### src/rtl/approx_split_adder.sv
module approx_split_adder #(
  parameter int WIDTH   = 16,
  parameter int EXACT_W = 8,
  parameter int FILL_W  = 4
) (
  input  logic [WIDTH-1:0] a,
  input  logic [WIDTH-1:0] b,
  output logic [WIDTH-1:0] sum,
  output logic             carry_out
);
  localparam int APPROX_W = WIDTH - EXACT_W;
  localparam int TOP      = APPROX_W - 1;
  localparam logic [APPROX_W-1:0] FILL_MASK = APPROX_W'((64'd1 << FILL_W) - 64'd1);
  localparam logic [APPROX_W-1:0] OR_MASK   = APPROX_W'((64'd1 << TOP) - 64'd1) & ~FILL_MASK;
  localparam logic [WIDTH+1:0]    ERR_LIM   = (WIDTH+2)'(64'd1 << (APPROX_W + 1));

  if (EXACT_W < 1 || EXACT_W >= WIDTH || FILL_W < 0 || FILL_W > TOP) begin : g_bad_params_r9
    $error("approx_split_adder: illegal WIDTH/EXACT_W/FILL_W");
  end

  logic [APPROX_W-1:0] gen;
  logic [APPROX_W-1:0] lo_sum;
  logic [EXACT_W:0]    rc;

  assign gen = a[TOP:0] & b[TOP:0];

  for (genvar i = 0; i < APPROX_W; i++) begin : g_lo
    if (i < FILL_W) begin : g_fill
      assign lo_sum[i] = 1'b1;
    end else if (i == TOP) begin : g_half
      if (i == FILL_W) begin : g_nocarry
        assign lo_sum[i] = a[i] ^ b[i];
      end else begin : g_carry
        assign lo_sum[i] = (a[i] ^ b[i]) | gen[i-1];
      end
    end else if (i == FILL_W) begin : g_or_first
      assign lo_sum[i] = a[i] | b[i];
    end else begin : g_or
      assign lo_sum[i] = a[i] | b[i] | gen[i-1];
    end
  end

  assign rc[0] = gen[TOP];

  for (genvar j = 0; j < EXACT_W; j++) begin : g_hi
    logic p;
    assign p                   = a[APPROX_W+j] ^ b[APPROX_W+j];
    assign sum[APPROX_W+j]     = p ^ rc[j];
    assign rc[j+1]             = (a[APPROX_W+j] & b[APPROX_W+j]) | (p & rc[j]);
  end

  assign sum[TOP:0] = lo_sum;
  assign carry_out  = rc[EXACT_W];

  logic [WIDTH:0]   exact_total;
  logic [WIDTH:0]   appr_total;
  logic [EXACT_W:0] hi_ref;
  logic [WIDTH+1:0] err_mag;
  logic             clean;

  assign exact_total = {1'b0, a} + {1'b0, b};
  assign appr_total  = {carry_out, sum};
  assign hi_ref      = {1'b0, a[WIDTH-1:APPROX_W]} + {1'b0, b[WIDTH-1:APPROX_W]}
                     + (EXACT_W+1)'(a[TOP] & b[TOP]);
  assign err_mag     = (appr_total > exact_total) ? (WIDTH+2)'(appr_total - exact_total)
                                                  : (WIDTH+2)'(exact_total - appr_total);
  assign clean       = ((gen & OR_MASK) == '0)
                    && ((((a[TOP:0] ^ b[TOP:0]) & FILL_MASK)) == FILL_MASK);

  always_comb begin
    p_upper_exact_r1: assert ({carry_out, sum[WIDTH-1:APPROX_W]} == hi_ref)
      else $error("R1 upper part mismatch");
    p_or_covers_r3: assert ((((a[TOP:0] | b[TOP:0]) & OR_MASK) & ~lo_sum) == '0)
      else $error("R3 OR region lost an operand bit");
    p_exact_when_clean_r6: assert (!clean || appr_total == exact_total)
      else $error("R6 error under clean operands");
    p_err_bound_r7: assert (err_mag < ERR_LIM)
      else $error("R7 error bound exceeded");
  end
endmodule

### config.mk
export PLATFORM = sky130hd
export DESIGN_NAME = approx_split_adder
export DESIGN_NICKNAME = d
export VERILOG_FILES = /design/src/rtl/approx_split_adder.sv
export SDC_FILE = /design/constraint.sdc
export NUM_CORES = 1
export LEC_CHECK = 0
export BUFFER_PORTS_ARGS = -buffer_cell sky130_fd_sc_hd__buf_4
export CAP_MARGIN = 25
export CORE_AREA = 10 10 47 49
export DETAILED_ROUTE_END_ITERATION = 12
export DIE_AREA = 0 0 57 59
export PLACE_DENSITY_LB_ADDON = 0.25
export SYNTH_ARGS = -nofsm -noshare
export SYNTH_HDL_FRONTEND = slang
export SYNTH_SLANG_ARGS = --single-unit
### constraint.sdc
create_clock -name vclk -period 10.5
set_input_delay 3.15 -clock vclk [all_inputs]
set_output_delay 3.15 -clock vclk [all_outputs]
set_load 0.02 [all_outputs]
== After elaboration in Yosys (flattened, before gate mapping) ==
Cells that the tools add are included.

* Bitwise operators: 48

{| class="wikitable"
|+ Operators by type and width
! cell !! number
|-
| bitwise XOR 1 bit || 17
|-
| bitwise AND 1 bit || 16
|-
| bitwise OR 1 bit || 14
|-
| bitwise AND 8 bit || 1
|}

* Bits in registers: 0
* Input port bits: 32
* Output and inout bits: 17
* Logic and storage cells: 48

== Depth between registers and ports, before layout ==
Gate-level depths: netlist of the first run.

* Depth in word-level cells: 17
* Mapped depth: 11
* Gate-level depth less buffers: 11

== Least setup slack after synthesis of the first run ==
OpenSTA, ideal clock, no wires.

* Kind: input-to-output
* From: input port a[7]
* To: output port sum[15]
* Data arrival time: 6.576 ns
* Required time: 7.350 ns
* Setup slack: 0.774 ns
* Stages: 11
* Path buffers: 0
* Path through: ha_1 fa_1 fa_1 fa_1 fa_1 fa_1 fa_1 fa_1 inv_1 fa_1 inv_1

* Word-level cells in the longest chain between the ends: 16

{| class="wikitable"
|+ Ends and longest elaborated chain
! what !! RTL line !! text
|-
| start, declared || 6 || <nowiki>input logic [WIDTH-1:0] a,</nowiki>
|-
| bitwise AND 8 bit || 25 || <nowiki>assign gen = a[TOP:0] & b[TOP:0];</nowiki>
|-
| bitwise AND 1 bit || 49 || <nowiki>assign rc[j+1] = (a[APPROX_W+j] & b[APPROX_W+j]) | (p & rc[j]);</nowiki>
|-
| bitwise OR 1 bit || 49 ||
|-
| bitwise AND 1 bit || 49 ||
|-
| bitwise OR 1 bit || 49 ||
|-
| bitwise AND 1 bit || 49 ||
|-
| bitwise OR 1 bit || 49 ||
|-
| bitwise AND 1 bit || 49 ||
|-
| bitwise OR 1 bit || 49 ||
|-
| bitwise AND 1 bit || 49 ||
|-
| bitwise OR 1 bit || 49 ||
|-
| bitwise AND 1 bit || 49 ||
|-
| bitwise OR 1 bit || 49 ||
|-
| bitwise AND 1 bit || 49 ||
|-
| bitwise OR 1 bit || 49 ||
|-
| bitwise XOR 1 bit || 48 || <nowiki>assign sum[APPROX_W+j] = p ^ rc[j];</nowiki>
|-
| end, declared || 8 || <nowiki>output logic [WIDTH-1:0] sum,</nowiki>
|}

No other way between the ends.

== Final worst setup path of the first run ==
Ends and elaborated chain as after synthesis.

==> flow_summary.yaml, run 1 <==
run_status:
  outcome: "finished clean"
floorplanning:
  row_count: 14
  dieHeight_um: 59
  ioPinCount: 49
  floorplan.core_area_sq_um: 1401
  dieWidth_um: 57
  floorplan.die_area_sq_um: 3363
  floorplan.initialDensity_pct: 18.30
hold_path:
  hold_class: "in -> out"
route:
  num_vias: 302
  detail-route-antenna-nets: 0
  drc_errors: 0
  routedWlPerCell_um: 15.65
  postRouteWirelength_um: 1174
  post_drt_via_cell_ratio: 4.027
  drtIter0Drc: 4
  drtPass1Iterations: 2
place:
  place.detailed.hpwl_um: 1140
  gp_routability_congestion: 0.6326
  port_buffers: 37
  placed_area_sq_um: 535.5
  dp_slack_ps: 498.8
layout:
  post-route-cell-area_sq_um: 535.5
  fillCellCount: 159
  post_route_cells_drive_above_1_share_pct: 64.41
  clock_buffer_count: 0
  area.growth.synth_to_final_pct: 108.8
  finalNetCount: 102
  area.sequential_sq_um: 0
  n_antenna_cell: 0
  flip_flop_and_latch_count: 0
grt:
  grt_pass1_wl_um: 1945
  first_global_vias: 383
  grt.overflow.total: 0
  grt_max_degree: 3
  grt_util_all_layers_pct: 7.077
  grt_antenna_before_repair: 0
sta:
  layout_worst_path_cycle_share_pct: 95.06
  timing_max_transition_violations_final: 0
  report.final.setup_viol: 0
  grt_setup_unrepaired: "no"
  final_hold_viol_count: 0
  worst_slack_ps: 519.0
  timing.setup.tns_ps: 0
  maxClockFrequency_ghz: 0.1002
  finalWorstPathRequiredPeriod_ps: 9981
  fin_hold_ws_ps: 6607
flow_run:
  timing.max_cap.violations: 0
power:
  leakagePower_nw: 0.2983
  total_design_power_w: 0.00003953
  worst_ir_drop_vdd_mv: 0.03090
  power_density_nw_per_um2: 73.81
synth:
  seq_area_frac_synth_pct: 0
  synth_cell_types: 8
  synth_area_sq_um: 256.5
  syn_area_per_cell_sq_um: 11.15
  yosys_warnings: 0
  syn-instance-count: 23
setup_path:
  cp_data_required_time_ps: 7350
  setup_crit_end_kind: "output port"
  worst_setup_path_start_kind: "primary input"
  worstSetupPathType: "in -> out"
  path_max_fanout: 1
  worst_path_arrival_ps: 6830
clocking:
  postCtsSetupRepairBufs: 0
  cts.repair.resized: 0
  cts.hold.buffers_added: 0
[layer usage]
metal	vias up	part of all wire [%]	global-route usage (%)
met5	-	0	0
met4	0	0	0
met3	0	24	5.365
met2	40	33	8.992
met1	129	43	9.670
li1	133	-	-
[where the power goes]
part           internal, W   total, W  switching, W
registers                0          0             0
logic            0.0000189  0.0000395     0.0000207
clock network            0          0             0
[stage by stage]
| step | utilization (%) | std cells |
|---|---|---|
| 4_1_cts | 38.21 | 75 |
| 3_3_place_gp | 38.21 | 75 |
| 5_1_grt | 38.21 | 75 |
| 6_report | 38.21 | 75 |
| 3_5_place_dp | 38.21 | 75 |
| 2_1_floorplan | - | 26 |
[cells by family after synthesis]
family / count (synthesis) / synth area share, %
AO/OA/AOI/OAI: 3 / 9.758
other: 1 / 1.462
AND/OR/NAND/NOR: 1 / 2.441
adder cells (fa/ha/maj): 9 / 67.31
buffers and inverters: 9 / 19.03
[cells in the mapped netlist]
cell	instances	area, sq um
fa_1	8	160.2
inv_1	5	18.77
buf_4	4	30.03
a211o_1	2	17.52
a21o_1	1	7.510
conb_1	1	3.750
ha_1	1	12.51
or2_2	1	6.260
[worst max-delay path, stage by stage]
cell   delay, ps
buf_4        110
ha_1         200
fa_1         390
fa_1         390
fa_1         390
fa_1         390
fa_1         380
fa_1         390
fa_1         380
inv_1         80
fa_1         400
inv_1         60
buf_4        130
[area by class of cell]
type	instances	area, sq um	area share, %
repair buffers	37	277.8	51.87
inverters	5	18.77	3.505
well taps	16	20.02	3.738
multi-input cells	17	219.0	40.89
[worst paths after layout]
kind	start	end	slack, ps	cells past startpoint
max	a[7]	sum[15]	520	13
min	a[4]	sum[4]	6610	3
[cells in the final DEF (no fill, tap or decap), drive strengths merged]
master,count
a211o,2
a21o,1
buf,37
conb,4
fa,8
ha,1
inv,5
or2,1
Note: power is estimated with default switching activity, not from simulation.
==> run 2: changes to the inputs <==
--- a/config.mk
+++ b/config.mk
@@ -7,9 +7,9 @@
 export LEC_CHECK = 0
 export BUFFER_PORTS_ARGS = -buffer_cell sky130_fd_sc_hd__buf_4
 export CAP_MARGIN = 25
-export CORE_AREA = 10 10 47 49
+export CORE_AREA = 2 2 39 41
 export DETAILED_ROUTE_END_ITERATION = 12
-export DIE_AREA = 0 0 57 59
+export DIE_AREA = 0 0 41 43
 export PLACE_DENSITY_LB_ADDON = 0.25
 export SYNTH_ARGS = -nofsm -noshare
 export SYNTH_HDL_FRONTEND = slang
==> flow_summary.yaml, run 2 (same netlist as run 1, synthesis figures left out) <==
run_status:
  outcome: "finished clean"
setup_path:
  setup_crit_end_kind: "output port"
  worst_setup_path_start_kind: "primary input"
  worstSetupPathType: "in -> out"
  cp_data_required_time_ps: 7350
  path_max_fanout: 1
  worst_path_arrival_ps: 6830
route:
  routedWlPerCell_um: 11.67
  drtIter0Drc: 0
  post_drt_via_cell_ratio: 4.120
  num_vias: 309
  drtPass1Iterations: 1
  detail-route-antenna-nets: 0
  drc_errors: 0
  postRouteWirelength_um: 875
place:
  placed_area_sq_um: 535.5
  port_buffers: 37
  gp_routability_congestion: 0.6272
sta:
  report.final.setup_viol: 0
  timing_max_transition_violations_final: 0
  maxClockFrequency_ghz: 0.1002
  layout_worst_path_cycle_share_pct: 95.09
  finalWorstPathRequiredPeriod_ps: 9984
  final_hold_viol_count: 0
  grt_setup_unrepaired: "no"
  fin_hold_ws_ps: 6604
  timing.setup.tns_ps: 0
grt:
  grt.overflow.total: 0
  grt_util_all_layers_pct: 9.274
  grt_pass1_wl_um: 1166
  grt_antenna_before_repair: 0
  first_global_vias: 314
  grt_max_degree: 3
layout:
  area.sequential_sq_um: 0
  fillCellCount: 150
  flip_flop_and_latch_count: 0
  multi_input_area_sq_um: 219.0
  clock_buffer_count: 0
  finalNetCount: 102
  post_route_cells_drive_above_1_share_pct: 64.41
  post-route-cell-area_sq_um: 535.5
  area.growth.synth_to_final_pct: 108.8
  layout.cells.most_common: "buf_4"
  most-common-layout-cells: "buf_4, fa_1, inv_1, conb_1, a211o_1"
  n_antenna_cell: 0
  finish.utilization_pct: 38.70
hold_path:
  hold_class: "in -> out"
  hold_start: "a[4]"
  worst_hold_path.endpoint: "sum[4]"
  worstHoldPathCells: 3
floorplanning:
  floorplan.core_area_sq_um: 1384
  floorplan.die_area_sq_um: 1763
  dieWidth_um: 41
  floorplan.initialDensity_pct: 18.54
  row_count: 14
  ioPinCount: 49
  dieHeight_um: 43
power:
  leakagePower_nw: 0.2983
  power_density_nw_per_um2: 72.85
  worst_ir_drop_vdd_mv: 0.02463
  total_design_power_w: 0.00003901
clocking:
  postCtsSetupRepairBufs: 0
  cts.repair.resized: 0
  cts.hold.buffers_added: 0
flow_run:
  timing.max_cap.violations: 0
-- run 2: final cells by class --
class | count | share of cell area [%]
tap | 16 | 3.738
inverter | 5 | 3.505
multi-input combinational | 17 | 40.89
timing repair buffer | 37 | 51.87
-- run 2: worst max path at each step --
| stage | start | to | slack [ps] |
|---|---|---|---|
| finish | a[7] | sum[15] | 520 |
| global route | a[7] | sum[15] | 350 |
| CTS | a[7] | sum[15] | 480 |
| detailed placement | a[7] | sum[15] | 480 |
| global placement | a[7] | sum[15] | 520 |
| floorplan | a[7] | sum[15] | 770 |
-- run 2: power by group --
part	internal [W]	switching, W
logic	0.0000189	0.0000201
clock network	0	0
registers	0	0
-- run 2: metal layers --
layer | track usage [%] | vias up | wire (um)
li1 | - | 133 | -
met1 | 6.515 | 135 | 208
met2 | 20.31 | 41 | 401
met3 | 3.665 | 0 | 265
met4 | 0 | 0 | 0
met5 | 0 | - | 0
-- run 2: critical path, stage by stage --
cell and delay [ps]:
buf_4 110, ha_1 190, fa_1 380, fa_1 400
fa_1 400, fa_1 390, fa_1 390, fa_1 380
fa_1 370, inv_1 80, fa_1 400, inv_1 60
buf_4 130
-- run 2: per-stage QoR --
stage / worst slack [ps] / cells
6_report: 516.0 / 75
5_1_grt: 349.7 / 75
4_1_cts: 477.7 / 75
3_5_place_dp: 483.1 / 75
3_3_place_gp: 520.9 / 75
2_1_floorplan: 773.7 / 26
==> run 3: changes to the inputs <==
--- a/config.mk
+++ b/config.mk
@@ -5,7 +5,7 @@
 export SDC_FILE = /design/constraint.sdc
 export NUM_CORES = 1
 export LEC_CHECK = 0
-export BUFFER_PORTS_ARGS = -buffer_cell sky130_fd_sc_hd__buf_4
+export BUFFER_PORTS_ARGS = -buffer_cell sky130_fd_sc_hd__buf_2
 export CAP_MARGIN = 25
 export CORE_AREA = 2 2 39 41
 export DETAILED_ROUTE_END_ITERATION = 12
==> flow_summary.yaml, run 3 (same netlist as run 1, synthesis figures left out) <==
sta:
  maxClockFrequency_ghz: 0.1002
  grt_setup_unrepaired: "no"
  report.final.setup_viol: 0
  worst_slack_ps: 516.8
  timing_max_transition_violations_final: 0
  finalWorstPathRequiredPeriod_ps: 9983
  layout_worst_path_cycle_share_pct: 95.08
  final_hold_viol_count: 0
  timing.setup.tns_ps: 0
setup_path:
  cp_data_required_time_ps: 7350
  setup_crit_end_kind: "output port"
  cpMostUsedCell: "fa_1"
  worstSetupPathType: "in -> out"
  worstPathCellList: "buf_2 -> ha_1 -> fa_1 -> fa_1 -> fa_1 -> fa_1 -> fa_1 -> fa_1 -> fa_1 -> inv_1 -> fa_1 -> inv_1 -> buf_2"
  worst_path_arrival_ps: 6830
  timing.critical_path.max_delay_family: "adder cells"
  critical_path_buf_inv_count: 4
  worst_setup_path_start_kind: "primary input"
  critPathSlowestCell: "fa_1"
  path_max_fanout: 1
  cp_slowest_stage_delay_ps: 400
layout:
  post_layout_nonfiller_instances: 75
  flip_flop_and_latch_count: 0
  post-route-cell-area_sq_um: 442.9
  post_route_cells_drive_above_1_share_pct: 64.41
  clock_buffer_count: 0
  area.sequential_sq_um: 0
  area.growth.synth_to_final_pct: 72.68
  finalNetCount: 102
  layout.cells.most_common: "buf_2"
  n_antenna_cell: 0
  fillCellCount: 147
  most-common-layout-cells: "buf_2, fa_1, inv_1, conb_1, a211o_1"
place:
  port_buffers: 37
  place.detailed.hpwl_um: 768
  dp_slack_ps: 467.2
  gp_routability_congestion: 0.6028
  placed_area_sq_um: 442.9
  placed_cells_incl_taps: 75
grt:
  grt_max_degree: 3
  grt.overflow.total: 0
  first_global_vias: 275
  grt_antenna_before_repair: 0
  grt_util_all_layers_pct: 8.476
  grt_pass1_wl_um: 1048
clocking:
  postCtsSetupRepairBufs: 0
  cts.hold.buffers_added: 0
  cts.repair.resized: 0
floorplanning:
  row_count: 14
  dieHeight_um: 43
  dieWidth_um: 41
  ioPinCount: 49
  floorplan.die_area_sq_um: 1763
  floorplan.initialDensity_pct: 18.54
  floorplan.core_area_sq_um: 1384
route:
  post_drt_via_cell_ratio: 4.040
  drc_errors: 0
  detail-route-antenna-nets: 0
  drtPass1Iterations: 1
  routedWlPerCell_um: 10.11
  num_vias: 303
  postRouteWirelength_um: 758
  drtIter0Drc: 0
power:
  power_density_nw_per_um2: 70.82
  leakagePower_nw: 0.2640
  worst_ir_drop_vdd_mv: 0.02457
run_status:
  outcome: "finished clean"
flow_run:
  timing.max_cap.violations: 0
hold_path:
  hold_class: "in -> out"
[run 3: per-stage QoR]
step / util [%] / hold WS (ps) / total power, W
2_1_floorplan: - / 6440 / 0.00002220
3_3_place_gp: 32.01 / 6620 / 0.00003170
3_5_place_dp: 32.01 / 6623 / 0.00003206
4_1_cts: 32.01 / 6623 / 0.00003226
5_1_grt: 32.01 / 6641 / 0.00003562
6_report: 32.01 / 6619 / 0.00003137
[run 3: final timing paths]
kind / start / endpoint / slack, ps / depth (start not counted)
setup / recovery: a[7] / sum[15] / 520 / 13
hold / removal: a[4] / sum[4] / 6620 / 3
[run 3: metal layers]
| layer | vias up | track usage, % | part of all wire [%] |
|---|---|---|---|
| met5 | - | 0 | 0 |
| met3 | 0 | 3.141 | 32 |
| met1 | 129 | 5.882 | 23 |
| li1 | 133 | - | - |
| met2 | 41 | 18.75 | 46 |
| met4 | 0 | 0 | 0 |
[run 3: layout make-up]
type	instances	area, sq um	area share, %
inverter	5	18.77	4.237
multi-input combinational	17	219.0	49.44
timing repair buffer	37	185.2	41.81
tap	16	20.02	4.520
[run 3: report_power, final]
group          internal, W   total, W  leakage (nW)  switching [W]
registers                0          0             0              0
clock network            0          0             0              0
logic            0.0000120  0.0000314         0.264      0.0000193
[run 3: worst min-delay path, cell delays in order]
cell   delay [ps]
buf_2          80
or2_2          90
buf_2         150
